## src/rtl/tdm_pkg.sv

```systemverilog
`timescale 1ns/1ps
// Package: shared types for the TDM clock and frame generator.
// Assumes nothing beyond being compiled ahead of the modules that use it.
package tdm_pkg;

    // Timing lines produced from one frame position (values before tri-state flags).
    typedef struct packed {
        logic c4;
        logic c4_n;
        logic c2_a;
        logic c2_b;
        logic fp_n;
    } tdm_lines_t;

    // Smallest width able to index 0..n-1 (at least one bit).
    function automatic int idx_width(input int n);
        return (n > 1) ? $clog2(n) : 1;
    endfunction

endpackage

```

## src/rtl/tdm_edge_src.sv

```systemverilog
`timescale 1ns/1ps
// Module: tdm_edge_src
// Produces a one-cycle step strobe for each half period of the 4.096 MHz bus clock.
// Internal source: divides master ticks by TICKS_PER_HALF. External source: detects
// edges of ext_clk4 after a SYNC_STAGES-deep synchronizer. The external frame pulse
// goes through a chain of the same depth, so it lines up with the clock edges.
// Assumes SYNC_STAGES >= 2 and that clk is faster than any ext_clk4 edge rate.
module tdm_edge_src #(
    parameter int TICKS_PER_HALF = 2,
    parameter int SYNC_STAGES    = 2
) (
    input  logic clk,
    input  logic rst_n,
    input  logic int_src,
    input  logic master_tick,
    input  logic ext_clk4,
    input  logic ext_fp_n,
    output logic step,
    output logic step_fall,
    output logic fp_seen
);
    logic                   int_step;
    logic [SYNC_STAGES-1:0] ck_sync;
    logic [SYNC_STAGES-1:0] fp_sync;
    logic                   ck_prev;
    logic                   ext_step;
    logic                   ext_fall;

    generate
        if (TICKS_PER_HALF > 1) begin : g_div
            localparam int TW = tdm_pkg::idx_width(TICKS_PER_HALF);
            localparam logic [TW-1:0] TC_LAST = TW'(TICKS_PER_HALF - 1);
            logic [TW-1:0] tcnt;

            // Count master ticks within one half period.
            always_ff @(posedge clk) begin
                if (!rst_n)                    tcnt <= '0;
                else if (int_src && master_tick) tcnt <= (tcnt == TC_LAST) ? '0 : tcnt + 1'b1;
            end

            assign int_step = master_tick && (tcnt == TC_LAST);

            // internal steps are spaced by at least two cycles.
            assert_step_spacing_R2: assert property (@(posedge clk) disable iff (!rst_n)
                (int_src && step) |=> (!step || !int_src));
        end else begin : g_nodiv
            assign int_step = master_tick;
        end
    endgenerate

    // Synchronize the external clock and frame pulse through equal-depth chains.
    always_ff @(posedge clk) begin
        if (!rst_n) begin
            ck_sync <= '0;
            fp_sync <= '1;
            ck_prev <= 1'b0;
        end else begin
            ck_sync <= {ck_sync[SYNC_STAGES-2:0], ext_clk4};
            fp_sync <= {fp_sync[SYNC_STAGES-2:0], ext_fp_n};
            ck_prev <= ck_sync[SYNC_STAGES-1];
        end
    end

    // Edge detection on the synchronized external clock.
    always_comb begin
        ext_step = ck_sync[SYNC_STAGES-1] ^ ck_prev;
        ext_fall = ck_prev & ~ck_sync[SYNC_STAGES-1];
    end

    // Select the step source.
    always_comb begin
        step      = int_src ? int_step : ext_step;
        step_fall = !int_src && ext_fall;
        fp_seen   = !fp_sync[SYNC_STAGES-1];
    end
endmodule

```

## src/rtl/tdm_frame_ctr.sv

```systemverilog
`timescale 1ns/1ps
// Module: tdm_frame_ctr
// Holds the position within the frame in half periods of the 4.096 MHz clock.
// It wraps after HALVES_PER_FRAME steps, and an alignment request returns it to 0.
// Assumes an alignment request only ever arrives together with a step.
module tdm_frame_ctr #(
    parameter int HALVES_PER_FRAME = 1024,
    parameter int CW               = 10
) (
    input  logic          clk,
    input  logic          rst_n,
    input  logic          step,
    input  logic          step_fall,
    input  logic          fp_seen,
    input  logic          align_en,
    output logic [CW-1:0] pos
);
    localparam logic [CW-1:0] POS_LAST = CW'(HALVES_PER_FRAME - 1);

    logic align;

    // Alignment happens on a falling external edge while the frame pulse is seen low.
    always_comb align = align_en && step_fall && fp_seen;

    // Advance, wrap or realign the frame position.
    always_ff @(posedge clk) begin
        if (!rst_n)    pos <= '0;
        else if (align) pos <= '0;
        else if (step)  pos <= (pos == POS_LAST) ? '0 : pos + 1'b1;
    end

    // the last position wraps to frame start.
    assert_wrap_R4: assert property (@(posedge clk) disable iff (!rst_n)
        (step && pos == POS_LAST) |=> (pos == '0));
    // an alignment request lands on frame start.
    assert_align_R8: assert property (@(posedge clk) disable iff (!rst_n)
        align |=> (pos == '0));
    // without a step the position holds.
    assert_hold_R6: assert property (@(posedge clk) disable iff (!rst_n)
        !step |=> $stable(pos));
endmodule

```

## src/rtl/tdm_out_stage.sv

```systemverilog
`timescale 1ns/1ps
// Module: tdm_out_stage
// Decodes the frame position into the clock and frame-pulse lines and applies the
// output enables. Bit 0 of the position is the 4.096 MHz clock, bit 1 the 2.048 MHz
// clock. The frame pulse is low over the last and the first position of the frame.
// Assumes the frame holds at least four half periods.
module tdm_out_stage
    import tdm_pkg::*;
#(
    parameter int HALVES_PER_FRAME = 1024,
    parameter int CW               = 10
) (
    input  logic          [CW-1:0] pos,
    input  logic                   en_c4,
    input  logic                   en_c2,
    output tdm_lines_t             lines
);
    localparam logic [CW-1:0] POS_LAST = CW'(HALVES_PER_FRAME - 1);

    // Decode the lines and drive the disabled ones low.
    always_comb begin
        lines.c4   = pos[0];
        lines.c4_n = en_c4 & ~pos[0];
        lines.c2_a = en_c2 & pos[1];
        lines.c2_b = en_c2 & ~pos[1];
        lines.fp_n = !((pos == POS_LAST) || (pos == '0));
    end
endmodule

```

## src/rtl/tdm_clkgen.sv

```systemverilog
`timescale 1ns/1ps
// Module: tdm_clkgen (top)
// TDM backplane clock and frame generator. It steps either on corrected master ticks
// (MASTER_PER_C4 ticks per 4.096 MHz period) or on an external 4.096 MHz clock, and
// it can realign to an external frame pulse. Tri-state is modelled by *_en/*_oe flags.
// Assumes MASTER_PER_C4 is even and C4_PER_FRAME is at least 2.
module tdm_clkgen
    import tdm_pkg::*;
#(
    parameter int MASTER_PER_C4 = 4,
    parameter int C4_PER_FRAME  = 512,
    parameter int SYNC_STAGES   = 2
) (
    input  logic clk,
    input  logic rst_n,
    input  logic master_tick,
    input  logic int_src,
    input  logic fp_dir_out,
    input  logic ext_clk4,
    input  logic ext_fp_n,
    input  logic en_c4,
    input  logic en_c2,
    output logic c4,
    output logic c4_n,
    output logic c4_n_en,
    output logic c2_a,
    output logic c2_b,
    output logic c2_en,
    output logic fp_n,
    output logic fp_oe
);
    localparam int TICKS_PER_HALF   = MASTER_PER_C4 / 2;
    localparam int HALVES_PER_FRAME = 2 * C4_PER_FRAME;
    localparam int CW               = idx_width(HALVES_PER_FRAME);

    logic          step;
    logic          step_fall;
    logic          fp_seen;
    logic [CW-1:0] pos;
    tdm_lines_t    lines;

    tdm_edge_src #(
        .TICKS_PER_HALF(TICKS_PER_HALF),
        .SYNC_STAGES   (SYNC_STAGES)
    ) u_src (
        .clk        (clk),
        .rst_n      (rst_n),
        .int_src    (int_src),
        .master_tick(master_tick),
        .ext_clk4   (ext_clk4),
        .ext_fp_n   (ext_fp_n),
        .step       (step),
        .step_fall  (step_fall),
        .fp_seen    (fp_seen)
    );

    tdm_frame_ctr #(
        .HALVES_PER_FRAME(HALVES_PER_FRAME),
        .CW              (CW)
    ) u_ctr (
        .clk      (clk),
        .rst_n    (rst_n),
        .step     (step),
        .step_fall(step_fall),
        .fp_seen  (fp_seen),
        .align_en (!fp_dir_out),
        .pos      (pos)
    );

    tdm_out_stage #(
        .HALVES_PER_FRAME(HALVES_PER_FRAME),
        .CW              (CW)
    ) u_out (
        .pos  (pos),
        .en_c4(en_c4),
        .en_c2(en_c2),
        .lines(lines)
    );

    // Map the lines and the drive flags to the ports.
    always_comb begin
        c4      = lines.c4;
        c4_n    = lines.c4_n;
        c2_a    = lines.c2_a;
        c2_b    = lines.c2_b;
        fp_n    = lines.fp_n;
        c4_n_en = en_c4;
        c2_en   = en_c2;
        fp_oe   = fp_dir_out;
    end

    // with master ticks as the source, the frame pulse lasts more than one cycle.
    assert_fp_width_R4: assert property (@(posedge clk) disable iff (!rst_n)
        (int_src && $fell(fp_n)) |=> !fp_n);
    // with master ticks as the source and no tick, external inputs move nothing.
    assert_ext_ignored_R9: assert property (@(posedge clk) disable iff (!rst_n)
        (int_src && $past(int_src) && !$past(master_tick)) |-> $stable(fp_n));
endmodule

```

## config.mk

```make
export PLATFORM = sky130hd
export DESIGN_NAME = tdm_clkgen
export DESIGN_NICKNAME = d
export VERILOG_FILES = /design/src/rtl/tdm_pkg.sv /design/src/rtl/tdm_edge_src.sv /design/src/rtl/tdm_frame_ctr.sv /design/src/rtl/tdm_out_stage.sv /design/src/rtl/tdm_clkgen.sv
export SDC_FILE = /design/constraint.sdc
export NUM_CORES = 1
export LEC_CHECK = 0
export ABC_CLOCK_PERIOD_IN_PS = 2950
export BUFFER_PORTS_ARGS = -buffer_cell sky130_fd_sc_hd__buf_2
export CAP_MARGIN = 20
export CORE_UTILIZATION = 42
export CTS_CLUSTER_SIZE = 40
export DETAILED_ROUTE_END_ITERATION = 16
export SETUP_SLACK_MARGIN = 0.2
export SYNTH_ARGS = -nofsm -noshare
export SYNTH_HDL_FRONTEND = slang
export SYNTH_SLANG_ARGS = --single-unit
```

## constraint.sdc

```tcl
create_clock -name clk -period 2.95 [get_ports clk]
set_clock_uncertainty 0.15 [all_clocks]
set_input_delay 0.59 -clock clk [delete_from_list [all_inputs] [get_ports clk]]
set_output_delay 0.59 -clock clk [all_outputs]
set_load 0.02 [all_outputs]
```

# Yosys cells after proc, flatten, opt, wreduce, memory -nomap -nowiden
# Cells that the tools add are included.
[totals]
output_inout_bits = 8
elab_cells = 32
inputBits = 9
ff_bits = 16
[classes]
n_mux = 3
n_bitwise = 9
n_reduce_logical = 12
n_eq_ne = 1
add_sub_neg = 2
[op_table]
columns = ["cell", "count"]
rows = [
  ["adder 10 x 1 -> 10 bit, second input constant", 1],
  ["== test 10 bit, second input constant", 1],
  ["zero test 10 bit", 1],
  ["two-way mux 10 bit", 1],
  ["logical AND 1 bit", 5],
  ["bitwise AND 1 bit", 4],
  ["zero test 1 bit", 4],
  ["inverter 1 bit", 4],
  ["two-way mux 1 bit", 2],
  ["OR reduction 2 bit", 1],
  ["adder 1 bit, second input constant", 1],
  ["logical OR 1 bit", 1],
  ["bitwise XOR 1 bit", 1],
]

# Depth between registers and ports, before layout
# Gate-level depths: netlist of run 1.
[logic_depth]
word_depth = 6
mapped_depth = 6
mapped_depth_nobuf = 6

# Modules after synthesis
# Synthesis of run 1 repeated with hierarchy kept, for this count alone.
[hier_totals]
cells_unflattened = 85
area_unflattened_um2 = 793.3
[modules_own_cells]
columns = ["module", "seq_area_each_um2", "cells_per_inst", "n_inst", "area_each_um2"]
rows = [
  ["tdm_frame_ctr", 200.2, 48, 1, 476.7],
  ["tdm_edge_src", 120.1, 21, 1, 216.5],
  ["tdm_out_stage", 0.0, 12, 1, 73.8],
  ["tdm_clkgen", 0.0, 4, 1, 26.3],
]

# Worst setup path before layout of run 1
# OpenSTA, ideal clock, no wires.
[synth_path]
path_type = "register to output"
startpoint = "register u_ctr.pos[0]"
endpoint = "output fp_n"
required_ns = 2.210
n_path_buf = 0
path_slack_ns = 0.911
path_stages_with_launch = 5
arrival_ns = 1.299
path_cell_list = "dfxtp_1 inv_1 ha_1 and4_1 a31oi_1"
[synth_between]
elab_chain_len = 3
word_cells_on_any_way = 4
classes_between = "eq/ne: 1; reduce/logical: 3"
[synth_lines]
columns = ["item", "line", "rtl"]
rows = [
  ["start, declared", "tdm_frame_ctr.sv:16", "output logic [CW-1:0] pos"],
  ["start signal, assigned", "tdm_frame_ctr.sv:29", "else if (step) pos <= (pos == POS_LAST) ? '0 : pos + 1'b1;"],
  ["== test 10 bit / zero test 10 bit (equally long branches)", "tdm_out_stage.sv:26", "lines.fp_n = !((pos == POS_LAST) || (pos == '0));"],
  ["logical OR 1 bit *", "tdm_out_stage.sv:26", ""],
  ["zero test 1 bit *", "tdm_out_stage.sv:26", ""],
  ["end, declared", "tdm_clkgen.sv:29", "output logic fp_n,"],
]
# Every way passes the cells marked *; elsewhere a longest branch is shown, timed or not.

# Final worst setup path of run 1
# Ends and elaborated chain as after synthesis.

==> flow_metrics.env, run 1 <==
export IMPL_fin_nets=117
export IMPL_drc_errors=0
export IMPL_worstPathArrival_ns=1.49
export IMPL_setup_violations=0
export IMPL_netlist_instances=87
export IMPL_seq_area_frac_synth=0.408
export IMPL_die_area_um2=2040
export IMPL_synth_cell_area_um2=785
export IMPL_vias=614
export IMPL_grt_start_max_net_pins=10
export IMPL_place_ws_ns=0.934
export IMPL_start_util=0.449
export IMPL_clkSinkCount=16
export IMPL_min_path_type="reg -> reg"
export IMPL_wl_per_cell_um=11.1
export IMPL_r2r_start="u_src.ck_sync[1]$_SDFF_PN0_"
export IMPL_fp_dieH_um=45.2
export IMPL_fmax_mhz=449
export IMPL_cts_buffers=3
export IMPL_hold_viol_final=0
export IMPL_cts_tree="built"
export IMPL_portBuffers=16
export IMPL_maxSlewViolCount=0
export IMPL_coreArea_um2=1750
export IMPL_clk_latency_ns=0.30
export IMPL_max_vdd_ir_drop_mv=0.284
export IMPL_cts_resized=0
export IMPL_clk_pin_slew_ns=0.10
export IMPL_cts_root_buf="clkbuf_4"
export IMPL_fin_ws_ns=0.721
export IMPL_first_iter_violations=12
export IMPL_std_cell_rows=15
export IMPL_grt_ovfl_total=0
export IMPL_ctsLongestPathBuffers=2
export IMPL_cts_setup_buffers=0
export IMPL_first_global_vias=578
export IMPL_cts_hold_buffers=0
export IMPL_startpoint_type="flip-flop"
export IMPL_io_pins=17
export IMPL_h_tree_depth=1
export IMPL_powerDensity_nw_per_um2=478
export IMPL_synth_distinct_cells=29
export IMPL_leakagePower_nw=0.360
export IMPL_die_w_um=45.2
export IMPL_antenna_cells=0
export IMPL_startpoint="u_ctr.pos[0]$_SDFFE_PP0P_"
export IMPL_grt_pass1_wl_mm=2.53
export IMPL_antenna_found_initial=0
export IMPL_drt_pre_antenna_iters=4
export IMPL_setup_worst_path_class="reg -> out"
export IMPL_n_fill_cell=180
export IMPL_dp_hpwl_mm=1.13
export IMPL_viasPerCell=4.76
export IMPL_wl_mm=1.43
export IMPL_finalCriticalPeriod_ns=2.23
export IMPL_synth_nets=99
export IMPL_cp_max_fo=6
export IMPL_cap_violations=0
export IMPL_rsz0062_at_grt="no"
export IMPL_drtAntennaViolNets=0
export IMPL_yosysWarnings=0
export IMPL_outcome="finished, final reports clean"
export IMPL_worst_pin_slew_ns=0.529
export IMPL_grt_total_usage=0.177
export IMPL_relSlewSlack=0.643
export IMPL_worstPathRequired_ns=2.21
export IMPL_finalCritPeriodShare=0.755
export IMPL_synth_seq_cells=16
export IMPL_area_growth_pct=15.9
export IMPL_hold_start="u_src.fp_sync[0]$_SDFF_PN1_"
export IMPL_tns_ns=0
export IMPL_drive_above_1_share=0.231
export IMPL_place_congestion=0.821
export IMPL_endpoint_kind="output pin"
export IMPL_synth_avg_cell_area_um2=9.02
-- cell type report --
class	count	area (µm²)	area share
multi-input combinational	63	423	0.465
sequential	16	320	0.352
timing repair buffer	16	80.1	0.0880
clock buffer	4	36.3	0.0399
tap	25	31.3	0.0344
inverter	5	18.8	0.0206
-- synth_stat cells --
cell | n | share of area
a21boi_0 | 1 | 0.0096
a21boi_4 | 1 | 0.024
a21o_1 | 1 | 0.0096
a21oi_1 | 5 | 0.032
a31oi_1 | 1 | 0.0080
a41o_1 | 1 | 0.013
and2_1 | 6 | 0.048
and3_1 | 1 | 0.0080
and4_1 | 2 | 0.022
buf_4 | 3 | 0.029
dfxtp_1 | 16 | 0.41
ha_1 | 3 | 0.048
inv_1 | 5 | 0.024
nand2_1 | 6 | 0.029
nand2b_1 | 2 | 0.016
nand3_1 | 2 | 0.013
nand4_1 | 2 | 0.016
nor2_1 | 7 | 0.033
nor2b_1 | 2 | 0.016
nor2b_2 | 1 | 0.011
nor3_1 | 1 | 0.0064
nor4_1 | 2 | 0.016
nor4b_1 | 1 | 0.011
o21ai_0 | 3 | 0.019
o41ai_1 | 1 | 0.011
or3_1 | 2 | 0.016
or3_4 | 1 | 0.014
or3b_2 | 1 | 0.011
xnor2_1 | 7 | 0.078
-- cell families (layout without fill, tap and decap cells) --
logic type / Yosys count / in the layout / synth area share
AO/OA/AOI/OAI: 14 / 14 / 0.126
adder cells (fa/ha/maj): 3 / 3 / 0.0479
buffers and inverters: 8 / 25 / 0.0526
AND/OR/NAND/NOR: 39 / 39 / 0.287
XOR/XNOR: 7 / 7 / 0.0782
flip-flops: 16 / 16 / 0.408
-- flip-flops by register name (all words and copies together) (netlist names) --
| signal | cells |
|---|---|
| u_src.ck_prev | 1 |
| u_src.g_div.tcnt | 1 |
| u_src.fp_sync | 2 |
| u_ctr.pos | 10 |
| u_src.ck_sync | 2 |
-- layout by cell type, fill, tap and decap left out --
cell type,instances
and3_1,1
or3_1,2
nor2b_1,2
nand2b_1,2
a41o_1,1
and4_1,2
nor4_1,2
a21o_1,1
nor2b_2,1
a31oi_1,1
nand3_1,2
ha_1,3
inv_1,5
nor3_1,1
xnor2_1,7
buf_2,16
or3b_2,1
a21boi_0,1
a21boi_4,1
o21ai_0,3
o41ai_1,1
nand2_1,6
nand4_1,2
and2_1,6
nor4b_1,1
nor2_1,7
clkbuf_4,3
dfxtp_1,16
a21oi_1,5
or3_4,1
clkbuf_8,1
-- path summary, 6_finish.rpt --
path | endpoint | slack [ns] | cells after the start
max | fp_n | 0.72 | 5
min | u_src.fp_sync[1]$_SDFF_PN1_ | 0.27 | 1
max reg2reg | u_ctr.pos[7]$_SDFFE_PP0P_ | 1.07 | 6
min reg2reg | u_src.fp_sync[1]$_SDFF_PN1_ | 0.27 | 1
-- critical path, cell delays in order, from the launching register on --
cell and delay, ns:
dfxtp_1 0.44, inv_1 0.07, ha_1 0.20, and4_1 0.17, a31oi_1 0.13, buf_2 0.18
-- through the flow --
stage | util | power, W | cell area (µm²) | cells | hold slack, ns
floorplan | - | 0.000273 | 785 | 87 | 0.236
global placement | 0.500 | 0.000292 | 873 | 125 | 0.244
detailed placement | 0.500 | 0.000293 | 873 | 125 | 0.250
CTS | 0.521 | 0.000442 | 910 | 129 | 0.275
global route | 0.521 | 0.000459 | 910 | 129 | 0.309
finish | 0.521 | 0.000435 | 910 | 129 | 0.273
-- routing by layer --
| metal | global-route usage | wire length, µm | up-vias |
|---|---|---|---|
| li1 | - | - | 331 |
| met1 | 0.244 | 700 | 265 |
| met2 | 0.241 | 639 | 15 |
| met3 | 0.0720 | 66 | 3 |
| met4 | 0.0727 | 19 | 0 |
| met5 | 0 | 0 | - |
-- power breakdown --
part           switching, W  internal [W]  leakage [nW]
Combinational     0.0000333     0.0000248         0.209
Sequential       0.00000637      0.000223         0.130
Clock             0.0000725     0.0000754        0.0210
Power figures use the tool's default switching activity.
==> inputs of run 2 (changes only) <==
ABC_CLOCK_PERIOD_IN_PS = 2200   (was 2950)
clock period = 2.2 ns   (was 2.95 ns; I/O delays follow)
==> run 2 against run 1 <==
  * Non-clock buffer count rose by 4
  * Power rose by 38%
  * Register-to-register slack got worse by 0.75 ns
  * Via count rose by 9.0%
  * First-iteration DRC count rose by 8.3%
  * Final cell count rose by 3.1%
  * Clock-buffer cell count did not move
  * Hold slack got worse by 0.090 ns
  * Cell area rose by 7.6%
  * Sequential power rose by 34%
  * Combinational power rose by 70%
  * Wire length rose by 9.5%
  * Critical path type unchanged
  * Critical endpoint unchanged
==> flow_metrics.env, run 2 (synthesis results as in run 1) <==
export IMPL_outcome="finished, final reports clean"
export IMPL_ctsLongestPathBuffers=2
export IMPL_dp_hpwl_mm=1.10
export IMPL_layoutNonFillerInstCount=133
export IMPL_reg_top3="u_ctr.pos: 10 flops, u_src.ck_sync: 2 flops, u_src.fp_sync: 2 flops"
export IMPL_clk_pin_slew_ns=0.09
export IMPL_clk_latency_ns=0.29
export IMPL_fp_dieH_um=45.2
export IMPL_coreArea_um2=1750
export IMPL_clkSinkCount=16
export IMPL_n_fill_cell=165
export IMPL_wl_mm=1.56
export IMPL_io_pins=17
export IMPL_place_congestion=0.745
export IMPL_setup_violations=0
export IMPL_finalCriticalPeriod_ns=1.99
export IMPL_fin_nets=121
export IMPL_wl_per_cell_um=11.7
export IMPL_final_core_util=0.561
export IMPL_antenna_found_initial=0
export IMPL_setup_worst_path_class="reg -> out"
export IMPL_cts_hold_buffers=0
export IMPL_die_area_um2=2040
export IMPL_viasPerCell=5.03
export IMPL_h_tree_depth=1
export IMPL_place_inst=127
export IMPL_first_iter_violations=13
export IMPL_vias=669
export IMPL_fin_hold_ws_ns=0.183
export IMPL_tns_ns=0
export IMPL_grt_pass1_wl_mm=2.52
export IMPL_relSlewSlack=0.784
export IMPL_grt_ovfl_total=0
export IMPL_cap_violations=0
export IMPL_maxSlewViolCount=0
export IMPL_worstPathArrival_ns=1.40
export IMPL_rsz0062_at_grt="yes"
export IMPL_max_vdd_ir_drop_mv=0.408
export IMPL_cp_max_fo=3
export IMPL_startpoint_type="flip-flop"
export IMPL_drtAntennaViolNets=0
export IMPL_power_w=0.000599
export IMPL_worstPathRequired_ns=1.61
export IMPL_drt_pre_antenna_iters=4
export IMPL_regMostFlops="u_ctr.pos"
export IMPL_fmax_mhz=504
export IMPL_hold_viol_final=0
export IMPL_grt_start_max_net_pins=10
export IMPL_first_global_vias=552
export IMPL_cts_buffers=3
export IMPL_drive_above_1_share=0.361
export IMPL_largest_reg_flops=10
export IMPL_final_cell_mix="15 x buf_2, 10 x dfxtp_1, 7 x nor2_1, 7 x xnor2_1"
export IMPL_area_growth_pct=24.7
export IMPL_grt_total_usage=0.179
export IMPL_drc_errors=0
export IMPL_endpoint_kind="output pin"
export IMPL_portBuffers=16
export IMPL_leakagePower_nw=0.382
export IMPL_layout_commonest_cell="buf_2"
export IMPL_cts_root_buf="clkbuf_4"
export IMPL_antenna_cells=0
export IMPL_worst_pin_slew_ns=0.319
export IMPL_cts_tree="built"
export IMPL_die_w_um=45.2
export IMPL_min_path_type="in -> reg"
export IMPL_powerDensity_nw_per_um2=612
export IMPL_std_cell_rows=15
export IMPL_finalCritPeriodShare=0.903
export IMPL_start_util=0.449
-- run 2: worst paths after layout --
check | from | to | slack, ns | cells after the start
max | u_ctr.pos[0]$_SDFFE_PP0P_ | fp_n | 0.21 | 6
min | ext_fp_n | u_src.fp_sync[0]$_SDFF_PN1_ | 0.18 | 2
max reg2reg | u_src.ck_sync[1]$_SDFF_PN0_ | u_ctr.pos[9]$_SDFFE_PP0P_ | 0.32 | 6
min reg2reg | u_src.fp_sync[0]$_SDFF_PN1_ | u_src.fp_sync[1]$_SDFF_PN1_ | 0.25 | 1
-- run 2: cell type report --
type | count | area [µm²] | share of cell area
Clock buffer | 4 | 36.3 | 0.0371
Inverter | 5 | 21.3 | 0.0217
Multi-Input combinational cell | 63 | 445 | 0.455
Sequential cell | 16 | 328 | 0.335
Tap cell | 25 | 31.3 | 0.0320
Timing Repair Buffer | 20 | 116 | 0.119
-- run 2: power by group --
part,leakage [nW],switching [W],internal [W]
clock,0.0210,0.0000924,0.000101
sequential,0.133,0.00000814,0.000299
combinational,0.228,0.0000510,0.0000476
-- run 2: repair_timing --
action,4_1_cts,5_1_grt
pin swaps,0,1
endpoints found under the setup margin,1,1
buffers inserted,1,1
resized for setup,10,5
-- run 2: stage by stage --
step	instance area (µm²)	worst slack, ns
after CTS	948	0.205
after global placement	888	0.330
final	978	0.214
after global routing	978	0.166
after detailed placement	888	0.323
after floorplan	785	0.311
-- run 2: per-layer routing --
metal  part of all wire  up-vias  wire [µm]  track usage
met5                  0        -          0            0
met4             0.0083        0         13       0.0727
met3              0.038        2         59       0.0600
met2               0.50       10        774        0.275
met1               0.46      316        715        0.229
li1                   -      341          -            -
-- run 2: worst max-delay path: stages, from the launching register on --
cell     delay [ns]
dfxtp_2        0.38
buf_6          0.11
inv_4          0.03
ha_4           0.13
and4_1         0.16
a31oi_1        0.13
buf_4          0.16
==> inputs of run 3 (changes only) <==
REMOVE_ABC_BUFFERS = 1   (was not set)
==> run 3 against run 2 <==
  * Via count is 5.4% lower
  * Fmax is 1.8% higher
  * Die area did not move
  * Clock-buffer cell count stayed put
  * Hold slack gained 0.0098 ns
  * Combinational power down 4.0%
  * First-iteration DRC count fell by 69%
  * Wire length shrank 4.9%
  * Utilization rose by 0.86 points
  * Sequential share of layout area is 0.63 points higher
  * Largest power group unchanged
  * Flip-flop and latch count unchanged
  * Sequential power about the same
==> flow_metrics.env, run 3 (synthesis results as in run 1) <==
export IMPL_antenna_found_initial=0
export IMPL_relSlewSlack=0.756
export IMPL_holdPathEnd="u_src.fp_sync[0]$_SDFF_PN1_"
export IMPL_wl_per_cell_um=11.2
export IMPL_worstPathRequired_ns=1.61
export IMPL_dp_hpwl_mm=1.12
export IMPL_cts_hold_buffers=0
export IMPL_worstPathArrival_ns=1.36
export IMPL_r2r_setup_slack_ns=0.30
export IMPL_h_tree_depth=1
export IMPL_p_seq_frac=0.513
export IMPL_outcome="finished, final reports clean"
export IMPL_startpoint_type="flip-flop"
export IMPL_area_growth_pct=26.6
export IMPL_place_congestion=0.792
export IMPL_regMostFlops="u_ctr.pos"
export IMPL_drtAntennaViolNets=0
export IMPL_cap_violations=0
export IMPL_maxSlewViolCount=0
export IMPL_coreArea_um2=1750
export IMPL_leakagePower_nw=0.383
export IMPL_grt_pass1_wl_mm=2.24
export IMPL_fin_hold_ws_ns=0.193
export IMPL_clk_latency_ns=0.29
export IMPL_setup_violations=0
export IMPL_finalCritPeriodShare=0.887
export IMPL_largest_reg_flops=10
export IMPL_min_path_type="in -> reg"
export IMPL_cts_buffers=3
export IMPL_powerDensity_nw_per_um2=600
export IMPL_final_core_util=0.569
export IMPL_cts_tree="built"
export IMPL_p_int_w=0.000443
export IMPL_rsz0062_at_grt="yes"
export IMPL_p_sw_frac=0.257
export IMPL_ctsLongestPathBuffers=2
export IMPL_start_util=0.449
export IMPL_drc_errors=0
export IMPL_layout_commonest_cell="buf_2"
export IMPL_first_global_vias=516
export IMPL_grt_ovfl_total=0
export IMPL_first_iter_violations=4
export IMPL_setup_worst_path_class="reg -> out"
export IMPL_std_cell_rows=15
export IMPL_worst_pin_slew_ns=0.361
export IMPL_p_comb_frac=0.159
export IMPL_r2r_cells=6
export IMPL_reg_top3="u_ctr.pos: 10 flops, u_src.ck_sync: 2 flops, u_src.fp_sync: 2 flops"
export IMPL_final_cell_mix="15 x buf_2, 9 x dfxtp_1, 7 x nor2_1, 7 x xnor2_1"
export IMPL_power_w=0.000596
export IMPL_hold_viol_final=0
export IMPL_clk_pin_slew_ns=0.09
export IMPL_grt_total_usage=0.154
export IMPL_tns_ns=0
export IMPL_io_pins=17
export IMPL_grt_start_max_net_pins=10
export IMPL_drt_pre_antenna_iters=2
export IMPL_timing_rr_end="u_ctr.pos[6]$_SDFFE_PP0P_"
export IMPL_hold_start="ext_fp_n"
export IMPL_die_area_um2=2040
export IMPL_p_clk_frac=0.329
export IMPL_drive_above_1_share=0.380
export IMPL_fmax_mhz=512
export IMPL_antenna_cells=0
export IMPL_hold_depth=2
export IMPL_die_w_um=45.2
export IMPL_viasPerCell=4.76
export IMPL_fp_dieH_um=45.2
export IMPL_max_vdd_ir_drop_mv=0.361
export IMPL_cp_max_fo=4
export IMPL_portBuffers=16
export IMPL_finalCriticalPeriod_ns=1.95
export IMPL_endpoint_kind="output pin"
export IMPL_clkSinkCount=16
export IMPL_vias=633
export IMPL_switching_power_w=0.000153
export IMPL_r2r_start="u_src.ck_sync[1]$_SDFF_PN0_"
export IMPL_fin_nets=121
export IMPL_wl_mm=1.49
export IMPL_cts_root_buf="clkbuf_4"
==> run 3: cell counts in the layout (fill, tap and decap cells not counted) <==
Identical to the previous run, type by type.
==> run 3: worst max-delay path by stage <==
stage                              start  cells after the start  slack (ns)                        end
2_1_floorplan  u_ctr.pos[0]$_SDFFE_PP0P_                      4        0.31                       fp_n
4_1_cts        u_ctr.pos[5]$_SDFFE_PP0P_                      4        0.21                       fp_n
3_3_place_gp   u_ctr.pos[0]$_SDFFE_PP0P_                      5        0.34  u_ctr.pos[6]$_SDFFE_PP0P_
5_1_grt        u_ctr.pos[2]$_SDFFE_PP0P_                      4        0.18                       fp_n
6_report       u_ctr.pos[5]$_SDFFE_PP0P_                      4        0.25                       fp_n
3_5_place_dp   u_ctr.pos[0]$_SDFFE_PP0P_                      5        0.32  u_ctr.pos[6]$_SDFFE_PP0P_
==> run 3: layout make-up <==
class / instances / area [µm²]
Multi-Input combinational cell: 63 / 455
Clock buffer: 4 / 36.3
Timing Repair Buffer: 20 / 113
Tap cell: 25 / 31.3
Sequential cell: 16 / 339
Inverter: 5 / 18.8
Fill cell: 167 / 752
==> run 3: repair_timing <==
item,CTS,global route
gates resized for setup,8,12
setup buffers,2,1
pin swaps,0,2
setup endpoints to repair,1,1
==> run 3: worst max-delay path, stage by stage, from the launching register on <==
cell and delay, ns:
dfxtp_2 0.37, and4_4 0.26, and3_4 0.21, a31oi_1 0.08, buf_4 0.16
==> run 3: power groups by stage <==
stage | logic (W) | clock network, W | registers [W]
CTS | 0.0000879 | 0.000201 | 0.000307
global route | 0.000104 | 0.000215 | 0.000307
floorplan | 0.0000429 | 0 | 0.000315
finish | 0.0000947 | 0.000196 | 0.000306
detailed placement | 0.0000796 | 0 | 0.000314
global placement | 0.0000784 | 0 | 0.000314
==> run 3: stage by stage <==
stage               instance area, µm²  cells  worst slack (ns)
finish                             993    133             0.248
global placement                   881    126             0.342
global route                       993    133             0.182
detailed placement                 881    126             0.319
floorplan                          762     84             0.311
CTS                                945    132             0.210
==> run 3: layer usage <==
layer	GRT usage	routed length, µm	up-vias
met3	0.0600	37	2
met4	0.0545	16	0
met2	0.217	697	4
met1	0.211	734	287
met5	0	0	-
li1	-	-	340
